**src/rtl/lock_elide_pkg.sv**
```systemverilog
package lock_elide_pkg;

  typedef enum logic [2:0] {
    K_NONE  = 3'd0,
    K_LOAD  = 3'd1,
    K_STORE = 3'd2,
    K_LL    = 3'd3,
    K_SC    = 3'd4
  } ret_kind_e;

  typedef enum logic [1:0] {
    S_IDLE  = 2'd0,
    S_ARMED = 2'd1,
    S_SPEC  = 2'd2,
    S_HELD  = 2'd3
  } le_state_e;

  // number of distinct misspeculation causes
  localparam int NCAUSE = 4;

  function automatic logic is_store_kind(input logic [2:0] k);
    return (k == K_STORE) || (k == K_SC);
  endfunction

endpackage

```
**src/rtl/lock_elide_decode.sv**
```systemverilog
module lock_elide_decode
  import lock_elide_pkg::*;
#(
  parameter int ADDR_W = 16
) (
  input  logic              ret_valid,
  input  logic [2:0]        ret_kind,
  input  logic [ADDR_W-1:0] ret_addr,
  input  logic [ADDR_W-1:0] arm_addr,
  input  logic [ADDR_W-1:0] lock_addr,
  output logic              ev_ll,
  output logic              ev_sc,
  output logic              ev_st,
  output logic              hit_arm,
  output logic              hit_lock
);

  function automatic logic addr_eq(input logic [ADDR_W-1:0] a,
                                   input logic [ADDR_W-1:0] b);
    return a == b;
  endfunction

  assign ev_ll    = ret_valid && (ret_kind == K_LL);
  assign ev_sc    = ret_valid && (ret_kind == K_SC);
  assign ev_st    = ret_valid && (ret_kind == K_STORE);
  assign hit_arm  = addr_eq(ret_addr, arm_addr);
  assign hit_lock = addr_eq(ret_addr, lock_addr);

endmodule

```
**src/rtl/lock_elide_causes.sv**
```systemverilog
module lock_elide_causes
  import lock_elide_pkg::*;
(
  input  logic ret_valid,
  input  logic ret_uncached,
  input  logic conflict,
  input  logic buf_full,
  input  logic untracked_evt,
  output logic cause_any
);

  logic [NCAUSE-1:0] cause_vec;

  function automatic logic any_set(input logic [NCAUSE-1:0] v);
    return |v;
  endfunction

  assign cause_vec = {untracked_evt, ret_valid && ret_uncached, buf_full, conflict};
  assign cause_any = any_set(cause_vec);

endmodule

```
**src/rtl/lock_elide_block.sv**
```systemverilog
module lock_elide_block #(
  parameter int ADDR_W = 16
) (
  input  logic              clk,
  input  logic              rst_n,
  input  logic              set_en,
  input  logic [ADDR_W-1:0] set_addr,
  input  logic              clr_en,
  input  logic [ADDR_W-1:0] query_addr,
  output logic              blocked
);

  logic              ent_v;
  logic [ADDR_W-1:0] ent_addr;

  always_ff @(posedge clk or negedge rst_n) begin
    if (!rst_n) begin
      ent_v    <= 1'b0;
      ent_addr <= '0;
    end else if (set_en) begin
      ent_v    <= 1'b1;
      ent_addr <= set_addr;
    end else if (clr_en) begin
      ent_v    <= 1'b0;
    end
  end

  assign blocked = ent_v && (ent_addr == query_addr);

  // a cleared entry never blocks on the following cycle
  p_clear_unblocks_r10: assert property (@(posedge clk) disable iff (!rst_n)
    (clr_en && !set_en) |=> !blocked);

endmodule

```
**src/rtl/lock_elide_fsm.sv**
```systemverilog
module lock_elide_fsm
  import lock_elide_pkg::*;
#(
  parameter int ADDR_W = 16,
  parameter int DATA_W = 16
) (
  input  logic              clk,
  input  logic              rst_n,
  input  logic [ADDR_W-1:0] ret_addr,
  input  logic [DATA_W-1:0] ret_ldval,
  input  logic [DATA_W-1:0] ret_stdata,
  input  logic              ev_ll,
  input  logic              ev_sc,
  input  logic              ev_st,
  input  logic              hit_arm,
  input  logic              hit_lock,
  input  logic              cause_any,
  input  logic              blocked,
  output logic [ADDR_W-1:0] arm_addr,
  output logic [ADDR_W-1:0] lock_addr,
  output logic              elide_store,
  output logic              spec_mode,
  output logic              commit,
  output logic              abort_lock,
  output logic              ne_set,
  output logic              ne_clr,
  output logic              entry_evt,
  output logic              blocked_evt
);

  le_state_e         st_q, st_d;
  logic [DATA_W-1:0] arm_val, lock_val;
  logic              commit_d, abort_d;
  logic              release_evt, mismatch_evt;

  function automatic logic restores(input logic [DATA_W-1:0] saved,
                                    input logic [DATA_W-1:0] data);
    return saved == data;
  endfunction

  assign entry_evt    = (st_q == S_ARMED) && ev_sc && hit_arm && !blocked;
  assign blocked_evt  = (st_q == S_ARMED) && ev_sc && hit_arm && blocked;
  assign release_evt  = (st_q == S_SPEC) && ev_st && hit_lock &&
                        restores(lock_val, ret_stdata) && !cause_any;
  assign mismatch_evt = (st_q == S_SPEC) && ev_st && hit_lock &&
                        !restores(lock_val, ret_stdata);
  assign ne_clr       = (st_q == S_HELD) && ev_st && hit_lock &&
                        restores(lock_val, ret_stdata);

  always_comb begin
    st_d     = st_q;
    commit_d = 1'b0;
    abort_d  = 1'b0;
    unique case (st_q)
      S_IDLE: begin
        if (ev_ll) st_d = S_ARMED;
      end
      S_ARMED: begin
        if (ev_ll)                st_d = S_ARMED;
        else if (entry_evt)       st_d = S_SPEC;
        else if (blocked_evt)     st_d = S_HELD;
        else if (ev_sc)           st_d = S_IDLE;
        else if (ev_st && hit_arm) st_d = S_IDLE;
      end
      S_SPEC: begin
        if (cause_any || mismatch_evt) begin
          abort_d = 1'b1;
          st_d    = S_IDLE;
        end else if (release_evt) begin
          commit_d = 1'b1;
          st_d     = S_IDLE;
        end
      end
      S_HELD: begin
        if (ne_clr) st_d = S_IDLE;
      end
      default: st_d = S_IDLE;
    endcase
  end

  assign ne_set = abort_d;

  always_ff @(posedge clk or negedge rst_n) begin
    if (!rst_n) begin
      st_q       <= S_IDLE;
      arm_addr   <= '0;
      arm_val    <= '0;
      lock_addr  <= '0;
      lock_val   <= '0;
      commit     <= 1'b0;
      abort_lock <= 1'b0;
    end else begin
      st_q       <= st_d;
      commit     <= commit_d;
      abort_lock <= abort_d;
      if ((st_q == S_IDLE || st_q == S_ARMED) && ev_ll) begin
        arm_addr <= ret_addr;
        arm_val  <= ret_ldval;
      end
      if (entry_evt || blocked_evt) begin
        lock_addr <= arm_addr;
        lock_val  <= arm_val;
      end
    end
  end

  assign spec_mode   = (st_q == S_SPEC);
  assign elide_store = entry_evt || release_evt;

  // an elided acquire opens the speculative section
  p_entry_spec_r2: assert property (@(posedge clk) disable iff (!rst_n)
    entry_evt |=> spec_mode);

  // a wrong release value aborts
  p_mismatch_abort_r6: assert property (@(posedge clk) disable iff (!rst_n)
    mismatch_evt |=> abort_lock);

  // any cause while speculating aborts next cycle
  p_cause_abort_r7: assert property (@(posedge clk) disable iff (!rst_n)
    (spec_mode && cause_any) |=> (abort_lock && !spec_mode));

  // commit only right after speculation and ends it
  p_commit_end_r5: assert property (@(posedge clk) disable iff (!rst_n)
    commit |-> (!spec_mode && $past(spec_mode)));

endmodule

```
**src/rtl/lock_elide_ctrl.sv**
```systemverilog
module lock_elide_ctrl
  import lock_elide_pkg::*;
#(
  parameter int ADDR_W = 16,
  parameter int DATA_W = 16
) (
  input  logic              clk,
  input  logic              rst_n,
  input  logic              ret_valid,
  input  logic [2:0]        ret_kind,
  input  logic [ADDR_W-1:0] ret_addr,
  input  logic [DATA_W-1:0] ret_ldval,
  input  logic [DATA_W-1:0] ret_stdata,
  input  logic              ret_uncached,
  input  logic              conflict,
  input  logic              buf_full,
  input  logic              untracked_evt,
  output logic              elide_store,
  output logic              spec_mode,
  output logic              commit,
  output logic              abort_lock
);

  logic              ev_ll, ev_sc, ev_st, hit_arm, hit_lock;
  logic              cause_any, blocked;
  logic              ne_set, ne_clr, entry_evt, blocked_evt;
  logic [ADDR_W-1:0] arm_addr, lock_addr;

  lock_elide_decode #(.ADDR_W(ADDR_W)) u_dec (
    .ret_valid (ret_valid),
    .ret_kind  (ret_kind),
    .ret_addr  (ret_addr),
    .arm_addr  (arm_addr),
    .lock_addr (lock_addr),
    .ev_ll     (ev_ll),
    .ev_sc     (ev_sc),
    .ev_st     (ev_st),
    .hit_arm   (hit_arm),
    .hit_lock  (hit_lock)
  );

  lock_elide_causes u_cause (
    .ret_valid     (ret_valid),
    .ret_uncached  (ret_uncached),
    .conflict      (conflict),
    .buf_full      (buf_full),
    .untracked_evt (untracked_evt),
    .cause_any     (cause_any)
  );

  lock_elide_block #(.ADDR_W(ADDR_W)) u_blk (
    .clk        (clk),
    .rst_n      (rst_n),
    .set_en     (ne_set),
    .set_addr   (lock_addr),
    .clr_en     (ne_clr),
    .query_addr (arm_addr),
    .blocked    (blocked)
  );

  lock_elide_fsm #(.ADDR_W(ADDR_W), .DATA_W(DATA_W)) u_fsm (
    .clk         (clk),
    .rst_n       (rst_n),
    .ret_addr    (ret_addr),
    .ret_ldval   (ret_ldval),
    .ret_stdata  (ret_stdata),
    .ev_ll       (ev_ll),
    .ev_sc       (ev_sc),
    .ev_st       (ev_st),
    .hit_arm     (hit_arm),
    .hit_lock    (hit_lock),
    .cause_any   (cause_any),
    .blocked     (blocked),
    .arm_addr    (arm_addr),
    .lock_addr   (lock_addr),
    .elide_store (elide_store),
    .spec_mode   (spec_mode),
    .commit      (commit),
    .abort_lock  (abort_lock),
    .ne_set      (ne_set),
    .ne_clr      (ne_clr),
    .entry_evt   (entry_evt),
    .blocked_evt (blocked_evt)
  );

  // pulses never overlap
  p_pulse_excl_r11: assert property (@(posedge clk) disable iff (!rst_n)
    !(commit && abort_lock));

  // each pulse lasts one cycle
  p_pulse_single_r11: assert property (@(posedge clk) disable iff (!rst_n)
    (commit || abort_lock) |=> !(commit || abort_lock));

  // only a retiring store can be suppressed
  p_elide_store_only_r3: assert property (@(posedge clk) disable iff (!rst_n)
    elide_store |-> (ret_valid && is_store_kind(ret_kind)));

  // a blocked acquire runs without speculation
  p_blocked_nospec_r9: assert property (@(posedge clk) disable iff (!rst_n)
    blocked_evt |=> !spec_mode);

endmodule

```
**config.mk**
```make
export PLATFORM = sky130hd
export DESIGN_NAME = lock_elide_ctrl
export DESIGN_NICKNAME = d
export VERILOG_FILES = /design/src/rtl/lock_elide_pkg.sv /design/src/rtl/lock_elide_decode.sv /design/src/rtl/lock_elide_causes.sv /design/src/rtl/lock_elide_block.sv /design/src/rtl/lock_elide_fsm.sv /design/src/rtl/lock_elide_ctrl.sv
export SDC_FILE = /design/constraint.sdc
export NUM_CORES = 1
export LEC_CHECK = 0
export ABC_AREA = 1
export BUFFER_PORTS_ARGS = -buffer_cell sky130_fd_sc_hd__buf_2
export CAP_MARGIN = 20
export CORE_UTILIZATION = 60
export DETAILED_ROUTE_END_ITERATION = 16
export PLACE_DENSITY = 0.94
export SLEW_MARGIN = 20
export SYNTH_ARGS = -nofsm -noshare
export SYNTH_HDL_FRONTEND = slang
export SYNTH_HIERARCHICAL = 1
export SYNTH_SLANG_ARGS = --single-unit
```
**constraint.sdc**
```tcl
create_clock -name clk -period 4.51 [get_ports clk]
set_input_delay 0.2255 -clock clk [delete_from_list [all_inputs] [get_ports clk]]
set_output_delay 0.2255 -clock clk [all_outputs]
set_load 0.03 [all_outputs]
```
==> results of run 1 <==
[worst max-delay path, stage by stage, from the launching register on]
cell and delay [ns]:
dfrtp_1 0.44, inv_1 0.08, nand2_1 0.06, nand2_1 0.05, nand2_1 0.06, nor2_1 0.15
nand2_1 0.07, nor2_1 0.16, nand2_1 0.12, nor2_4 0.61, inv_4 0.33, o22ai_1 0.25
buf_2 0.23
[cell type report]
type	count	area share, %
Clock inverter	7	1.13
Sequential cell	85	43.5
Inverter	78	6.03
Timing Repair Buffer	63	6.72
Multi-Input combinational cell	430	37.7
Clock buffer	9	2.53
Tap cell	96	2.45
[cell usage in the layout (no fill, tap or decap), types with 3 or more instances in the layout]
cell type / count
inv_1: 76
clkbuf_8: 9
xor2_1: 5
o21ai_1: 10
dfrtp_1: 85
nand2_1: 291
o21ai_0: 34
buf_2: 60
nand3_1: 5
o22ai_1: 3
inv_6: 4
xnor2_1: 22
nor2_1: 52
[stage by stage]
stage               hold slack (ns)  utilization (%)
floorplan                   -0.0701                -
global placement              0.430             68.1
detailed placement            0.432             68.1
CTS                          0.0474             70.7
global route                 0.0468             70.9
finish                       0.0643             70.9
[what timing repair did]
action                                  4_1_cts  5_1_grt
setup buffers                                 0        0
endpoints found under the setup margin        0        0
endpoints found under the hold margin         0       85
hold buffers                                  0        1
resized for setup                             0        0
[state kept, by name, indices dropped and copies added, names as in the netlist]
register,cells
u_fsm/arm_val,16
u_fsm/arm_addr,16
u_fsm/lock_addr,16
u_blk/ent_v,1
u_fsm/abort_lock,1
u_fsm/st_q,2
u_blk/ent_addr,16
u_fsm/commit,1
u_fsm/lock_val,16
[metal layers]
| layer | up-vias | wire (um) | GRT usage [%] |
|---|---|---|---|
| met2 | 168 | 4820 | 48.0 |
| met4 | 0 | 218 | 13.0 |
| met1 | 1822 | 4130 | 34.5 |
| met3 | 26 | 682 | 5.50 |
| met5 | - | 0 | 0 |
| li1 | 1925 | - | - |
[report_power, final]
part	leakage (nW)	total (W)	switching [W]	internal (W)
sequential	1.03	0.000880	0.0000588	0.000821
combinational	1.60	0.000236	0.000138	0.0000975
clock	0.0870	0.000502	0.000295	0.000207
[worst min-delay path by stage]
stage          cells past startpoint          start           endpoint  slack, ns
3_5_place_dp                       3  ret_ldval[10]  u_fsm/arm_val[10]       0.43
6_report                           3  ret_ldval[10]  u_fsm/arm_val[10]       0.06
4_1_cts                            3  ret_ldval[10]  u_fsm/arm_val[10]       0.05
2_1_floorplan                      0          rst_n  u_blk/ent_addr[0]      -0.07
3_3_place_gp                       3  ret_ldval[11]  u_fsm/arm_val[11]       0.43
5_1_grt                            3  ret_ldval[11]  u_fsm/arm_val[11]       0.05
==> results.py, run 1 <==
metrics = {
    "sta": {
        "final_max_slew_viol_count": 0,
        "finalSetupTns_ns": 0,
        "clock_skew_ns": 0.0151,
        "worst_pin_slew_ns": 0.814,
        "setup_ws_ns": 1.31,
        "layout_min_cycle_time_ns": 3.20,
        "fmax_mhz": 312,
        "slew_headroom_pct": 45.7,
        "finalSetupViolations": 0,
        "rsz0062_at_grt": "no",
        "finalCritPeriodShare_pct": 71.1,
        "finalHoldViolations": 0,
    },
    "cells_and_area": {
        "finalNetCount": 725,
        "stdcell_area_sq_um": 4890,
        "stdcell_count": 768,
        "drive_gt1_share_pct": 12.2,
        "diodes": 0,
        "multi_input_area_sq_um": 1840,
        "seq_area_sq_um": 2130,
        "fill_cells": 553,
        "syn_to_final_growth_pct": 12.6,
    },
    "grt": {
        "grt_use_total_pct": 28.1,
        "grt_overflow": 0,
        "antenna_found_initial": 0,
        "grt_first_pass_wirelength_um": 16300,
        "first_global_vias": 3806,
        "grt_max_degree": 86,
    },
    "place": {
        "place_ws_ns": 1.75,
        "place.gp.congestion": 0.896,
        "post_dp_cell_area_sq_um": 4700,
        "port_buffers": 61,
        "dp.cells": 751,
        "post-dp-hpwl_um": 6670,
    },
    "detailed_routing": {
        "ant_nets": 0,
        "num_vias": 3941,
        "detail_route.drc_violations": 0,
        "first_iter_violations": 380,
        "wl_per_cell_um": 12.8,
        "firstDrtPassIters": 7,
        "finalWirelength_um": 9850,
        "avgViaCountPerCell": 5.13,
    },
    "clocking": {
        "cts_tree": "yes",
        "cts_made_buffers": 9,
        "clkLatencyLatePin_ns": 0.36,
        "cts_max_path_buffers": 2,
        "clk_pin_slew_ns": 0.09,
        "root_buffer": "clkbuf_8",
        "numClockSinks": 85,
        "ctsHtreeMaxLevel": 3,
    },
    "critical_path": {
        "cp_max_fo": 35,
        "startpoint": "u_fsm/arm_addr[0]",
        "critPathKind": "flop to primary output",
        "cp.required_ns": 4.28,
        "cp_data_arrival_time_ns": 2.98,
        "rrSetupSlack_ns": 1.93,
        "crit_path_start_kind": "flop",
        "end_kind": "primary output",
        "r2r-end": "u_blk/ent_addr[1]",
        "crit-reg2reg-launch": "u_fsm/lock_addr[7]",
        "rr_worst_depth": 15,
        "endpoint": "elide_store",
    },
    "power": {
        "power_density_nw_per_um2": 331,
        "ir_drop_v": 0.000183,
        "totalPowerFinal_w": 0.00162,
        "leakagePower_nw": 2.72,
    },
    "status": {
        "status": "completed",
    },
    "die": {
        "die_h_um": 87.1,
        "core.rowCount": 30,
        "start_util_pct": 62.9,
        "design.core.area_sq_um": 6910,
        "die_area_sq_um": 7580,
        "ios": 62,
        "die_width_um": 87.1,
    },
    "flow_run": {
        "drv_cap": 0,
    },
    "synthesis": {
        "syn_area_per_cell_sq_um": 7.15,
        "synth.net_count": 666,
        "syn_inst": 608,
        "syn_area_sq_um": 4340,
        "yosysWarnings": 6,
    },
    "worst_hold_path": {
        "hold_path_class": "input port to flop",
    },
}
Power figures use the tool's default switching activity.
==> inputs of run 2 (changes only) <==
Settings changed: CORE_UTILIZATION 60 to 57, PLACE_DENSITY 0.94 to 0.9.
Clock period 4.51 ns to 3.1 ns, I/O delays scaled along.
==> run 2 against run 1 <==
  * Utilization down 1.6 points
  * Clock skew down 0.0026 ns
  * Wire length decreased by 0.27%
  * Total power increased by 58%
  * Sequential cell count stayed put
  * Highest routed layer unchanged
  * Combinational power grew 45%
  * Worst setup slack got worse by 0.80 ns
==> results.py, run 2 (synthesis gave the netlist of run 1 again) <==
metrics = {
    "status": {
        "status": "completed",
    },
    "grt": {
        "first_global_vias": 3759,
        "grt_first_pass_wirelength_um": 16000,
        "grt_use_total_pct": 26.6,
        "grt_overflow": 0,
        "antenna_found_initial": 0,
        "grt_max_degree": 86,
    },
    "die": {
        "die_area_sq_um": 7970,
        "die_h_um": 89.3,
        "core.rowCount": 31,
        "start_util_pct": 59.6,
        "die_width_um": 89.3,
        "ios": 62,
        "design.core.area_sq_um": 7290,
    },
    "clocking": {
        "clkLatencyLatePin_ns": 0.36,
        "clk_pin_slew_ns": 0.08,
        "numClockSinks": 85,
        "cts_resized": 0,
        "cts_made_buffers": 9,
        "ctsHtreeMaxLevel": 3,
        "cts_tree": "yes",
        "cts_max_path_buffers": 2,
        "postCtsSetupBuffers": 0,
        "root_buffer": "clkbuf_8",
    },
    "sta": {
        "layout_min_cycle_time_ns": 2.60,
        "rsz0062_at_grt": "no",
        "clock_skew_ns": 0.0125,
        "finalSetupViolations": 0,
        "finalHoldViolations": 0,
        "finalCritPeriodShare_pct": 83.8,
        "finalSetupTns_ns": 0,
        "worst_pin_slew_ns": 0.748,
        "fmax_mhz": 385,
        "slew_headroom_pct": 50.1,
        "setup_ws_ns": 0.503,
        "final_max_slew_viol_count": 0,
    },
    "detailed_routing": {
        "ant_nets": 0,
        "first_iter_violations": 231,
        "detail_route.drc_violations": 0,
        "finalWirelength_um": 9830,
        "num_vias": 3934,
        "avgViaCountPerCell": 5.04,
        "firstDrtPassIters": 5,
        "wl_per_cell_um": 12.6,
    },
    "cells_and_area": {
        "diodes": 0,
        "seq_area_sq_um": 2130,
        "final_common_cell": "nand2_1",
        "finalNetCount": 735,
        "syn_to_final_growth_pct": 16.2,
        "stdcell_count": 780,
        "multi_input_area_sq_um": 1840,
        "fill_cells": 612,
        "drive_gt1_share_pct": 12.2,
        "final_cell_mix": "291 x nand2_1, 85 x dfrtp_1, 76 x inv_1, 60 x buf_2, 52 x nor2_1",
    },
    "critical_path": {
        "critPathKind": "flop to primary output",
        "cp_max_fo": 35,
        "crit_path_start_kind": "flop",
        "end_kind": "primary output",
        "cp_data_arrival_time_ns": 2.44,
        "cp.required_ns": 2.94,
    },
    "worst_hold_path": {
        "hold_path_class": "input port to flop",
    },
    "power": {
        "switchingPower_w": 0.000674,
        "seq_power_share_pct": 50.4,
        "internal_power_w": 0.00188,
        "leakagePower_nw": 2.80,
        "p_sw_share_pct": 26.4,
        "p_comb_share_pct": 13.4,
        "power_density_nw_per_um2": 505,
        "ir_drop_v": 0.000509,
        "totalPowerFinal_w": 0.00255,
        "p_clk_share_pct": 36.1,
    },
    "place": {
        "place.gp.congestion": 0.835,
        "post-dp-hpwl_um": 6840,
        "port_buffers": 61,
        "dp.cells": 756,
        "place_ws_ns": 0.963,
    },
    "flow_run": {
        "drv_cap": 0,
    },
}
[run 2: changes by cell type in the layout (fill, tap and decap cells not counted)]
cell           before  now
inv_6               4    0
dlygate4sd3_1       1    9
clkinv_4            0    2
buf_4               1    3
bufinv_16           0    3
clkinvlp_4          2    0
[run 2: cell type report]
type | count | share of cell area (%)
Sequential cell | 85 | 42.1
Multi-Input combinational cell | 430 | 36.5
Timing Repair Buffer | 73 | 8.40
Inverter | 78 | 5.85
Clock buffer | 9 | 2.45
Tap cell | 99 | 2.45
Clock inverter | 6 | 2.23
[run 2: power by group through the flow]
| stage | clock [W] | sequential, W | combinational [W] |
|---|---|---|---|
| final | 0.000921 | 0.00128 | 0.000343 |
| after global routing | 0.000978 | 0.00130 | 0.000391 |
| after CTS | 0.000938 | 0.00128 | 0.000341 |
| after detailed placement | 0 | 0.00131 | 0.000329 |
| after global placement | 0 | 0.00130 | 0.000312 |
| after floorplan | 0 | 0.00128 | 0.000215 |
[run 2: path summary, 6_finish.rpt]
kind / start / to / slack [ns] / depth (start not counted)
min in group asynchronous: rst_n / u_fsm/arm_val[1] / 0.41 / 2
worst min-delay path: ret_ldval[4] / u_fsm/arm_val[4] / 0.02 / 3
worst max-delay path: u_fsm/arm_addr[0] / elide_store / 0.50 / 12
worst max register to register: u_fsm/arm_addr[0] / u_fsm/st_q[0] / 0.88 / 14
worst min register to register: u_fsm/arm_val[12] / u_fsm/lock_val[12] / 0.48 / 2
max in group asynchronous: rst_n / u_blk/ent_addr[0] / 2.18 / 2
[run 2: repair_timing]
item / 4_1_cts / 5_1_grt
endpoints found under the hold margin: 8 / 85
hold buffers: 8 / 1
endpoints found under the setup margin: 0 / 0
[run 2: routing by layer]
metal / up-vias / share of wire, % / track usage (%)
met4: 0 / 2.6 / 13.6
met1: 1836 / 43 / 32.7
met3: 25 / 5.9 / 4.16
li1: 1945 / - / -
met2: 128 / 49 / 45.7
met5: - / 0 / 0
[run 2: through the flow]
stage                     hold WS (ns)  util, %  area, sq um
after floorplan                 -0.141        -         4340
after global placement           0.362     64.7         4720
after detailed placement         0.366     64.7         4720
after CTS                      0.00775     69.1         5040
after global routing            0.0186     69.3         5050
final                           0.0201     69.3         5050
[run 2: worst max-delay path, stage by stage (launching register included)]
cell and delay [ns]:
dfrtp_1 0.45, inv_1 0.08, nand2_1 0.06, nand2_1 0.06, nand2_1 0.05, nor2_1 0.18
nand2_1 0.08, nor2_1 0.18, nand2_1 0.13, nor2_4 0.13, inv_4 0.17, o22ai_1 0.28
buf_2 0.25
